==> src/rtl/thm_pkg.sv <==
package thm_pkg;
  localparam int CW          = 12;   // sensor count width
  localparam int TW          = 16;   // temperature width, deci-Celsius
  localparam int ROOM_DC     = 250;  // room calibration point
  localparam int TRIP_MARGIN = 100;  // default throttle below hot point
  localparam int RLS_MARGIN  = 50;   // release temperature below throttle
  localparam int NUMW        = 2 * CW;

  typedef struct packed {
    logic [CW-1:0] room;
    logic [CW-1:0] hot;
    logic [7:0]    hot_c;
  } cal_t;

  typedef enum logic [2:0] {
    C_IDLE, C_GO_TRIP, C_RUN_TRIP, C_GO_RLS, C_RUN_RLS
  } calc_st_t;
endpackage

==> src/rtl/thm_div.sv <==
module thm_div #(
  parameter int NW = 24,
  parameter int DW = 12
) (
  input  logic          clk,
  input  logic          rst_n,
  input  logic          start,
  input  logic [NW-1:0] num,
  input  logic [DW-1:0] den,
  output logic          done,
  output logic [NW-1:0] quo
);
  localparam int SW = $clog2(NW + 1);

  logic [DW:0]   rem_q, rem_n;
  logic [NW-1:0] quo_q, quo_n;
  logic [DW-1:0] den_q;
  logic [SW-1:0] step_q, step_n;
  logic          run_q, run_n, done_n;
  logic [DW:0]   rem_sh;
  logic          ge;

  always_comb begin
    rem_sh = {rem_q[DW-1:0], quo_q[NW-1]};
    ge     = rem_sh >= {1'b0, den_q};
    rem_n  = rem_q;
    quo_n  = quo_q;
    step_n = step_q;
    run_n  = run_q;
    done_n = 1'b0;
    if (start) begin
      rem_n  = '0;
      quo_n  = num;
      step_n = SW'(NW);
      run_n  = 1'b1;
    end else if (run_q) begin
      rem_n  = ge ? rem_sh - {1'b0, den_q} : rem_sh;
      quo_n  = {quo_q[NW-2:0], ge};
      step_n = step_q - 1'b1;
      if (step_q == SW'(1)) begin
        run_n  = 1'b0;
        done_n = 1'b1;
      end
    end
  end

  always_ff @(posedge clk or negedge rst_n) begin
    if (!rst_n) begin
      rem_q  <= '0;
      quo_q  <= '0;
      den_q  <= '0;
      step_q <= '0;
      run_q  <= 1'b0;
      done   <= 1'b0;
    end else begin
      rem_q  <= rem_n;
      quo_q  <= quo_n;
      step_q <= step_n;
      run_q  <= run_n;
      done   <= done_n;
      if (start) den_q <= den;
    end
  end

  assign quo = quo_q;

  // a result is only announced at the end of a running division
  a_r2_done_after_run: assert property (@(posedge clk) disable iff (!rst_n)
    done |-> $past(run_q));
endmodule

==> src/rtl/thm_calc.sv <==
module thm_calc
  import thm_pkg::*;
(
  input  logic          clk,
  input  logic          rst_n,
  input  logic          cal_load,
  input  logic [31:0]   cal_word,
  input  logic          thr_wr,
  input  logic [TW-1:0] thr_temp,
  output logic          busy,
  output logic [CW-1:0] trip_cnt,
  output logic [CW-1:0] rls_cnt
);
  calc_st_t      st_q, st_n;
  cal_t          cal_q, cal_n, cal_in;
  logic [TW-1:0] thr_q, thr_n, rls_t, cur_t;
  logic [CW-1:0] trip_q, trip_n, rls_q, rls_n;
  logic [CW-1:0] hot_val, new_hv, diff, span, den;
  logic [NUMW-1:0] num, quo;
  logic [NUMW:0]   sum;
  logic [CW-1:0]   res;
  logic            degen, div_start, div_done, req;

  assign cal_in  = cal_t'(cal_word);
  assign new_hv  = CW'({cal_in.hot_c, 3'b000}) + CW'({cal_in.hot_c, 1'b0});
  assign hot_val = CW'({cal_q.hot_c, 3'b000}) + CW'({cal_q.hot_c, 1'b0});
  assign rls_t   = (thr_q >= TW'(RLS_MARGIN)) ? thr_q - TW'(RLS_MARGIN) : '0;
  assign cur_t   = (st_q == C_GO_RLS || st_q == C_RUN_RLS) ? rls_t : thr_q;

  // interpolation operands
  assign degen = (cal_q.room <= cal_q.hot) || (hot_val <= CW'(ROOM_DC));
  assign diff  = cal_q.room - cal_q.hot;
  assign span  = (cur_t >= TW'(hot_val)) ? '0 : hot_val - cur_t[CW-1:0];
  assign num   = degen ? '0 : NUMW'(diff) * NUMW'(span);
  assign den   = degen ? CW'(1) : hot_val - CW'(ROOM_DC);
  assign sum   = {1'b0, quo} + (NUMW+1)'(cal_q.hot);
  assign res   = (sum > (NUMW+1)'({CW{1'b1}})) ? {CW{1'b1}} : sum[CW-1:0];

  assign div_start = (st_q == C_GO_TRIP) || (st_q == C_GO_RLS);
  assign req       = cal_load || thr_wr;

  thm_div #(.NW(NUMW), .DW(CW)) u_div (
    .clk(clk), .rst_n(rst_n), .start(div_start),
    .num(num), .den(den), .done(div_done), .quo(quo)
  );

  always_comb begin
    st_n   = st_q;
    cal_n  = cal_q;
    thr_n  = thr_q;
    trip_n = trip_q;
    rls_n  = rls_q;
    if (cal_load) begin
      cal_n = cal_in;
      thr_n = (new_hv >= CW'(TRIP_MARGIN)) ? TW'(new_hv - CW'(TRIP_MARGIN)) : '0;
      st_n  = C_GO_TRIP;
    end else if (thr_wr) begin
      thr_n = thr_temp;
      st_n  = C_GO_TRIP;
    end else begin
      unique case (st_q)
        C_GO_TRIP:  st_n = C_RUN_TRIP;
        C_RUN_TRIP: if (div_done) begin trip_n = res; st_n = C_GO_RLS; end
        C_GO_RLS:   st_n = C_RUN_RLS;
        C_RUN_RLS:  if (div_done) begin rls_n = res; st_n = C_IDLE; end
        default:    st_n = C_IDLE;
      endcase
    end
  end

  always_ff @(posedge clk or negedge rst_n) begin
    if (!rst_n) begin
      st_q   <= C_IDLE;
      cal_q  <= '0;
      thr_q  <= '0;
      trip_q <= '0;
      rls_q  <= '1;
    end else begin
      st_q   <= st_n;
      cal_q  <= cal_n;
      thr_q  <= thr_n;
      trip_q <= trip_n;
      rls_q  <= rls_n;
    end
  end

  assign busy     = (st_q != C_IDLE);
  assign trip_cnt = trip_q;
  assign rls_cnt  = rls_q;

  // every request opens a computation
  a_r5_req_busy: assert property (@(posedge clk) disable iff (!rst_n)
    req |=> busy);
  // when settled, the release count never lies below the trip count
  a_r3_band_order: assert property (@(posedge clk) disable iff (!rst_n)
    !busy |-> trip_q <= rls_q);
endmodule

==> src/rtl/thm_decide.sv <==
module thm_decide
  import thm_pkg::*;
#(
  parameter int TICK_CYCLES = 100_000_000
) (
  input  logic          clk,
  input  logic          rst_n,
  input  logic          smp_stb,
  input  logic          smp_ok,
  input  logic [CW-1:0] smp_cnt,
  input  logic          busy,
  input  logic [CW-1:0] trip_cnt,
  input  logic [CW-1:0] rls_cnt,
  output logic          slow_req,
  output logic [CW-1:0] last_cnt
);
  localparam int TKW = (TICK_CYCLES > 1) ? $clog2(TICK_CYCLES) : 1;

  logic [TKW-1:0] tk_q, tk_n;
  logic [CW-1:0]  last_q, last_n;
  logic           seen_q, seen_n, slow_q, slow_n, tick, take;

  assign tick = (tk_q == TKW'(TICK_CYCLES - 1));
  assign take = smp_stb && smp_ok;

  always_comb begin
    tk_n   = tick ? '0 : tk_q + 1'b1;
    last_n = last_q;
    seen_n = seen_q;
    slow_n = slow_q;
    if (take) begin
      last_n = smp_cnt;
      if (smp_cnt != '0) seen_n = 1'b1;
    end
    if (tick && !busy && seen_q) begin
      if (last_q < trip_cnt)     slow_n = 1'b1;
      else if (last_q > rls_cnt) slow_n = 1'b0;
    end
  end

  always_ff @(posedge clk or negedge rst_n) begin
    if (!rst_n) begin
      tk_q   <= '0;
      last_q <= '0;
      seen_q <= 1'b0;
      slow_q <= 1'b0;
    end else begin
      tk_q   <= tk_n;
      last_q <= last_n;
      seen_q <= seen_n;
      slow_q <= slow_n;
    end
  end

  assign slow_req = slow_q;
  assign last_cnt = last_q;

  // the held count moves only on an accepted sample
  a_r6_hold_count: assert property (@(posedge clk) disable iff (!rst_n)
    !take |=> $stable(last_q));
  // no request before a nonzero count has been seen
  a_r7_need_seen: assert property (@(posedge clk) disable iff (!rst_n)
    $rose(slow_q) |-> $past(seen_q));
  // going slow only from a count under the trip threshold
  a_r8_slow_hot: assert property (@(posedge clk) disable iff (!rst_n)
    $rose(slow_q) |-> $past(last_q < trip_cnt));
  // going fast only from a count over the release threshold
  a_r8_fast_cool: assert property (@(posedge clk) disable iff (!rst_n)
    $fell(slow_q) |-> $past(last_q > rls_cnt));
endmodule

==> src/rtl/thermal_throttle_mon.sv <==
module thermal_throttle_mon
  import thm_pkg::*;
#(
  parameter int TICK_CYCLES = 100_000_000
) (
  input  logic          clk,
  input  logic          rst_n,
  input  logic          cal_load,
  input  logic [31:0]   cal_word,
  input  logic          thr_wr,
  input  logic [15:0]   thr_temp,
  input  logic          smp_stb,
  input  logic          smp_ok,
  input  logic [11:0]   smp_cnt,
  output logic          busy,
  output logic [11:0]   trip_cnt,
  output logic [11:0]   rls_cnt,
  output logic [11:0]   alarm_cnt,
  output logic          slow_req,
  output logic [11:0]   last_cnt
);
  logic          busy_w;
  logic [CW-1:0] trip_w, rls_w;

  thm_calc u_calc (
    .clk(clk), .rst_n(rst_n), .cal_load(cal_load), .cal_word(cal_word),
    .thr_wr(thr_wr), .thr_temp(thr_temp),
    .busy(busy_w), .trip_cnt(trip_w), .rls_cnt(rls_w)
  );

  thm_decide #(.TICK_CYCLES(TICK_CYCLES)) u_decide (
    .clk(clk), .rst_n(rst_n), .smp_stb(smp_stb), .smp_ok(smp_ok),
    .smp_cnt(smp_cnt), .busy(busy_w), .trip_cnt(trip_w), .rls_cnt(rls_w),
    .slow_req(slow_req), .last_cnt(last_cnt)
  );

  assign busy      = busy_w;
  assign trip_cnt  = trip_w;
  assign rls_cnt   = rls_w;
  assign alarm_cnt = trip_w;

  // the exported alarm tracks the trip threshold
  a_r4_alarm_trip: assert property (@(posedge clk) disable iff (!rst_n)
    alarm_cnt == trip_cnt);
endmodule

==> config.mk <==
export PLATFORM = sky130hd
export DESIGN_NAME = thermal_throttle_mon
export DESIGN_NICKNAME = d
export VERILOG_FILES = /design/src/rtl/thm_pkg.sv /design/src/rtl/thm_div.sv /design/src/rtl/thm_calc.sv /design/src/rtl/thm_decide.sv /design/src/rtl/thermal_throttle_mon.sv
export SDC_FILE = /design/constraint.sdc
export NUM_CORES = 1
export LEC_CHECK = 0
export ABC_AREA = 1
export BUFFER_PORTS_ARGS = -buffer_cell sky130_fd_sc_hd__buf_2
export CORE_ASPECT_RATIO = 1.1
export CORE_MARGIN = 2
export CORE_UTILIZATION = 45
export DETAILED_ROUTE_END_ITERATION = 16
export PLACE_DENSITY = 0.63
export SKIP_CTS_REPAIR_TIMING = 1
export SYNTH_ARGS = -nofsm -noshare
export SYNTH_HDL_FRONTEND = slang
export SYNTH_SLANG_ARGS = --single-unit
==> constraint.sdc <==
create_clock -name clk -period 7.9 [get_ports clk]
set_input_delay 0.395 -clock clk [delete_from_list [all_inputs] [get_ports clk]]
set_output_delay 0.395 -clock clk [all_outputs]
set_load 0.02 [all_outputs]
==> impl_results.md, run 1 <==
- Design area: 0.01938 mm2
- Post-DP HPWL: 40690 um
- Relative slew slack: 27.30%
- Final WS setup: 297.9 ps
- DIE HEIGHT: 209.6 um
- Final-report max-slew violation count: 0
- # nets final: 2811
- Total chip power: 4.756 mW
- H-tree Lvls: 4
- Cell at the slowest stage of the critical path: fa_1
- Clock latency on the worst-skew pair: 450 ps
- Pwr per Cell Area: 245.4 mW/mm2
- Critical Path AT: 7960 ps
- Die Width: 190.9 um
- Crit. End Element: flip-flop
- Non-filler instance count after layout: 2990
- Vias in the first global route: 15500
- Final hold vios: 0
- Worst setup path class: reg -> reg
- Crit path required time: 8260 ps
- Syn Area/Cell: 7.352 um2
- DR vias/cell: 5.263
- Antenna viol nets, final: 0
- Root buf cell: clkbuf_16
- Max VDD drop: 0.1723 mV
- Vias: 15740
- Yosys cell types: 57
- MaxCap Viol Count: 0
- Port Buffers: 115
- Share of layout cells above drive strength 1: 12.01%
- Slew at the pin closest to its max-slew limit: 1084 ps
- Setup repair after global routing missed its margin: yes
- Total wire length: 50380 um
- Core Rows: 75
- CP startpoint kind: flip-flop
- Die area: 0.04001 mm2
- Post-synthesis sequential area ratio: 24.83%
- HP Class: in -> async
- LEAKAGE: 10.24 nW
- Synth Cell Area: 0.01729 mm2
- Final Cycle Share: 96.23%
- Final Critical Period: 7602 ps
- Total GRT Usage: 25.48%
- Finished Core Util: 51.00%
- Total CTS buffers: 17
- DP Cell Count: 2945
- Crit-path max cell delay: 550 ps
- DR WL/cell: 16.85 um
- Starting Density: 45.50%
- Fin Setup TNS: 0 ps
- Top Ports: 116
- Global-route wire length before repair: 80710 um
- Core Area: 0.03801 mm2
- Syn Inst Count: 2352
- Status: complete, no violations
- Drt initial violations: 1135
- Commonest non-fill, non-tap cell in the layout: nand2_1
- Initial antenna violation count: 1
- DRC: 0
- Clk slew on worst S/H paths: 80 ps
- Most frequent cells in the layout: nand2_1 (570), inv_1 (400), nor2_1 (183)
- FMAX: 131.5 MHz
- Most frequent CP cell: nand2_1
- Syn_nets: 2686
- CTS Buffer Depth: 2
- Area after DPL: 0.01848 mm2
- Critical path peak fanout: 14
- Largest net degree at the start of global routing: 108
- Initial DRT Pass Iterations: 8
- TritonCTS clock tree: yes
- Critical R2R Launch: u_calc.thr_q[1]
- Pre-CTS setup slack: -52.55 ps
- Count of state elements after synthesis: 171
- Clk_skew: 13.50 ps
- Synth warnings: 0
- Antenna cells: 0
- Routability cong.: 0.9399
- CTS sink count: 171
- Layout Area Growth over Synthesis: 12.08%
- Grt total ovfl: 0
- Setup crit start: u_calc.thr_q[1]
- # setup viols final: 0
- Fin Hold WS: 64.02 ps
[registers in the layout, summed over array words and instances, names as in the netlist]
register	flops
u_calc.thr_q	16
u_decide.seen_q	1
u_decide.last_cnt	12
u_calc.st_q	3
u_decide.slow_req	1
u_decide.tk_q	27
u_calc.cal_q	32
u_calc.u_div.run_q	1
u_calc.rls_cnt	12
u_calc.u_div.quo	24
u_calc.u_div.step_q	5
u_calc.u_div.den_q	12
u_calc.trip_cnt	12
u_calc.u_div.rem_q	12
u_calc.u_div.done	1
[power by group]
part | internal (mW) | total, mW | switching [mW]
registers | 0.985 | 1.09 | 0.105
logic | 0.960 | 2.80 | 1.84
clock network | 0.483 | 0.869 | 0.386
total | 2.43 | 4.76 | 2.33
[kinds of logic after synthesis]
| family | count (synthesis) | share of synthesized area, % |
|---|---|---|
| AO/OA/AOI/OAI | 332 | 10.56 |
| AND/OR/NAND/NOR | 1022 | 25.35 |
| XOR/XNOR | 88 | 4.652 |
| flip-flops | 171 | 24.83 |
| adder cells (fa/ha/maj) | 268 | 23.99 |
| buffers and inverters | 471 | 10.61 |
[metal layers]
| metal | track usage [%] | vias to the layer above | wire length (um) |
|---|---|---|---|
| met1 | 34.07 | 7442 | 22390 |
| met2 | 43.22 | 474 | 24030 |
| met3 | 2.910 | 84 | 2534 |
| li1 | - | 7734 | - |
| met5 | 0 | - | 13 |
| met4 | 7.725 | 2 | 1406 |
[critical path: cells and delay by family, from the launching register on]
kind	cells	cell delay, ps
DFF	1	410
buffers and inverters	8	660
adders and majority gates	8	3500
xor gates and xnor gates	2	540
AOI/OAI and AO/OA	4	810
and+or+nand+nor	12	1560
[final timing paths]
check | to | cells after the start | slack (ps)
min in group clk | u_calc.cal_q[27] | 3 | 150
max in group asynchronous | u_calc.u_div.step_q[2] | 2 | 6370
hold reg to reg | u_decide.slow_req | 2 | 480
hold / removal | u_calc.trip_cnt[6] | 1 | 60
setup / recovery | u_calc.u_div.quo[13] | 34 | 300
setup reg to reg | u_calc.u_div.quo[13] | 34 | 300
[synth_stat cells, drive strengths merged]
cell | number | share of area (%)
a31oi | 4 | 0.14
o31a | 1 | 0.051
nand2 | 579 | 13
nand3b | 4 | 0.17
a21o | 7 | 0.30
nor2 | 212 | 5.2
a311oi | 1 | 0.051
xnor2 | 22 | 1.1
o22ai | 7 | 0.25
nor3b | 2 | 0.087
fa | 106 | 12
a21oi | 121 | 3.5
o21bai | 6 | 0.26
and2 | 2 | 0.072
nor4 | 22 | 0.83
o31ai | 2 | 0.087
nand2b | 1 | 0.036
inv | 411 | 8.9
o221ai | 1 | 0.051
a21boi | 3 | 0.13
o2111ai | 1 | 0.051
dfrtp | 159 | 23
a31o | 2 | 0.10
o32ai | 1 | 0.051
clkinv | 4 | 0.087
xor2 | 66 | 3.5
o21a | 6 | 0.26
nand4 | 44 | 1.6
a221o | 1 | 0.058
o211ai | 3 | 0.13
buf | 25 | 0.93
ha | 162 | 12
a211oi | 6 | 0.26
a22oi | 12 | 0.52
nor3 | 43 | 1.3
nand3 | 109 | 3.2
clkbuf | 31 | 0.67
o21ai | 147 | 4.3
dfstp | 12 | 1.8
or2 | 4 | 0.14
[layout make-up]
type / instances / area (um2)
Clock buffer: 19 / 442.9
Clock inverter: 13 / 153.9
Inverter: 415 / 1567
Fill cell: 3732 / 18620
Multi-Input combinational cell: 1712 / 11380
Timing Repair Buffer: 160 / 923.4
Tap cell: 500 / 625.6
Sequential cell: 171 / 4294
Power figures use the tool's default switching activity.
==> run 2: changes to the inputs <==
--- a/config.mk
+++ b/config.mk
@@ -7,7 +7,7 @@
 export LEC_CHECK = 0
 export ABC_AREA = 1
 export BUFFER_PORTS_ARGS = -buffer_cell sky130_fd_sc_hd__buf_2
-export CORE_ASPECT_RATIO = 1.1
+export CORE_ASPECT_RATIO = 2
 export CORE_MARGIN = 2
 export CORE_UTILIZATION = 45
 export DETAILED_ROUTE_END_ITERATION = 16
==> impl_results.md, run 2 (synthesis results as in run 1) <==
- Antenna cells: 0 (unchanged)
- Critical path peak fanout: 9 (-5)
- Commonest non-fill, non-tap cell in the layout: nand2_1
- Flip-flop count of the largest register after layout: 32 (unchanged)
- # fillers: 3712 (-0.54%)
- DRC: 0 (unchanged)
- Hold Path Origin: cal_word[24]
- Crit. End Element: flip-flop
- Routability cong.: 1.058 (+13%)
- Total CTS buffers: 17 (unchanged)
- Worst setup path class: reg -> reg
- Status: complete, no violations
- Final-report max-slew violation count: 0 (unchanged)
- Critical R2R Capture: u_calc.u_div.quo[23]
- Antenna viol nets, final: 0 (unchanged)
- Reg with most FFs: u_calc.cal_q
- # nets final: 2880 (+2.5%)
- Hold EP: u_calc.cal_q[24]
- HP Class: in -> reg
- Most frequent cells in the layout: nand2_1 (568), inv_1 (397), nor2_1 (180)
- Fin Setup TNS: 0 ps (unchanged)
- Layout Area Growth over Synthesis: 15.34%
- Total GRT Usage: 28.28% (+2.8 points)
- FMAX: 131.7 MHz (+0.14%)
- Root buf cell: clkbuf_16
- Critical R2R Launch: u_calc.thr_q[11]
- Die Width: 142.6 um (-25%)
- DR WL/cell: 18.48 um (+9.7%)
- Hold Path Depth: 3
- Drt initial violations: 748 (-34%)
- Vias in the first global route: 17060 (+10%)
- Flop2flop setup slack: 310 ps (about the same)
- Critical Path AT: 7970 ps (about the same)
- M2 GR Usage: 57.33% (+14 points)
- Share of layout cells above drive strength 1: 14.97% (+3.0 points)
- DR vias/cell: 5.397 (+2.5%)
- Worst r2r path cells: 37 (+8.8%)
- Largest net degree at the start of global routing: 62 (-43%)
- CTS sink count: 171 (unchanged)
- TritonCTS clock tree: yes
- Relative slew slack: 30.34% (+3.0 points)
- Final hold vios: 0 (unchanged)
- Core Rows: 101 (+35%)
- Crit-path max cell delay: 550 ps (about the same)
- Core Area: 0.03791 mm2 (-0.25%)
- Total wire length: 55850 um (+11%)
- DIE HEIGHT: 281.2 um (+34%)
- Starting Density: 45.61% (+0.11 points)
- Grt total ovfl: 0 (unchanged)
- Clk_skew: 13.07 ps (-0.4312 ps)
- # setup viols final: 0 (unchanged)
- Top delay family on crit path: adder cells
- Port Buffers: 115 (unchanged)
- Initial DRT Pass Iterations: 7 (-1)
- Vias: 16310 (+3.6%)
- Cell at the slowest stage of the critical path: fa_1
- Slew at the pin closest to its max-slew limit: 1036 ps (-47.51 ps)
- H-tree Lvls: 4 (unchanged)
- Crit path required time: 8280 ps (+20 ps)
- GR peak layer: met2
- Final Critical Period: 7591 ps (-10.89 ps)
- Top Ports: 116 (unchanged)
- CP Buf/Inv Count: 8 (unchanged)
- LEAKAGE: 10.60 nW (+3.5%)
- Total chip power: 4.909 mW (+3.2%)
- CTS Buffer Depth: 2 (unchanged)
- Clock latency on the worst-skew pair: 480 ps (+30 ps)
- Initial antenna violation count: 0 (-1)
- CP startpoint kind: flip-flop
- Die area: 0.04011 mm2 (+0.23%)
- Met1 usage: 22.85% (-11 points)
- Global-route wire length before repair: 85870 um (+6.4%)
- Most frequent CP cell: nand2_1
- MaxCap Viol Count: 0 (unchanged)
- Max VDD drop: 0.1894 mV (+9.9%)
- Pwr per Cell Area: 246.1 mW/mm2 (+0.32%)
- Met3 Use GR: 3.442% (+0.53 points)
- Clk slew on worst S/H paths: 80 ps (about the same)
- Post-DP HPWL: 47090 um (+16%)
- Final Cycle Share: 96.09% (-0.14 points)
-- run 2: worst max path at each step --
stage / endpoint / depth (start not counted) / slack [ps] / startpoint
2_1_floorplan: u_calc.u_div.quo[16] / 39 / 490 / u_calc.cal_q[0]
4_1_cts: u_calc.u_div.quo[21] / 37 / -300 / u_calc.thr_q[1]
5_1_grt: u_calc.u_div.quo[19] / 40 / -20 / u_calc.st_q[2]
6_report: u_calc.u_div.quo[23] / 37 / 310 / u_calc.thr_q[11]
3_5_place_dp: u_calc.u_div.quo[21] / 37 / -280 / u_calc.thr_q[1]
3_3_place_gp: u_calc.u_div.quo[21] / 37 / -160 / u_calc.thr_q[1]
-- run 2: worst reg2reg max path: cells and delay by family (launching register included) --
kind	cells	cell delay, ps
XOR/XNOR	1	140
AO/OA/AOI/OAI	4	930
AND/OR/NAND/NOR	17	1970
buffers and inverters	8	860
flip-flops	1	410
adder cells (fa/ha/maj)	7	3190
-- run 2: area by class of cell --
type / count / area [um2] / share of cell area (%)
clock buffers: 18 / 439.2 / 2.202
inverters: 415 / 1560 / 7.823
repair buffers: 230 / 1476 / 7.402
multi-input cells: 1711 / 11440 / 57.37
flip-flops and latches: 171 / 4299 / 21.55
well taps: 463 / 579.3 / 2.904
clock inverters: 14 / 147.6 / 0.7402
-- run 2: metrics by stage --
step           instances  hold slack [ps]  setup slack [ps]  utilization (%)  area [um2]
3_3_place_gp        2970            370.8            -164.0            49.84       18900
4_1_cts             3002           -146.4            -296.8            51.39       19480
2_1_floorplan       2352            99.41             493.2                -       17290
5_1_grt             3022            113.9            -18.36            52.61       19950
3_5_place_dp        2970            369.9            -284.6            49.84       18900
6_report            3022            115.7             308.8            52.61       19950
-- run 2: power breakdown --
group | leakage (nW) | internal [mW] | switching (mW)
Clock | 0.288 | 0.430 | 0.440
Combinational | 8.14 | 1.10 | 1.85
Sequential | 2.17 | 0.985 | 0.102
-- run 2: metal layers --
| layer | share of wire (%) | wire (um) |
|---|---|---|
| met1 | 30 | 17010 |
| met2 | 57 | 31760 |
| met3 | 2.8 | 1558 |
| met4 | 9.9 | 5528 |
| met5 | 0 | 0 |
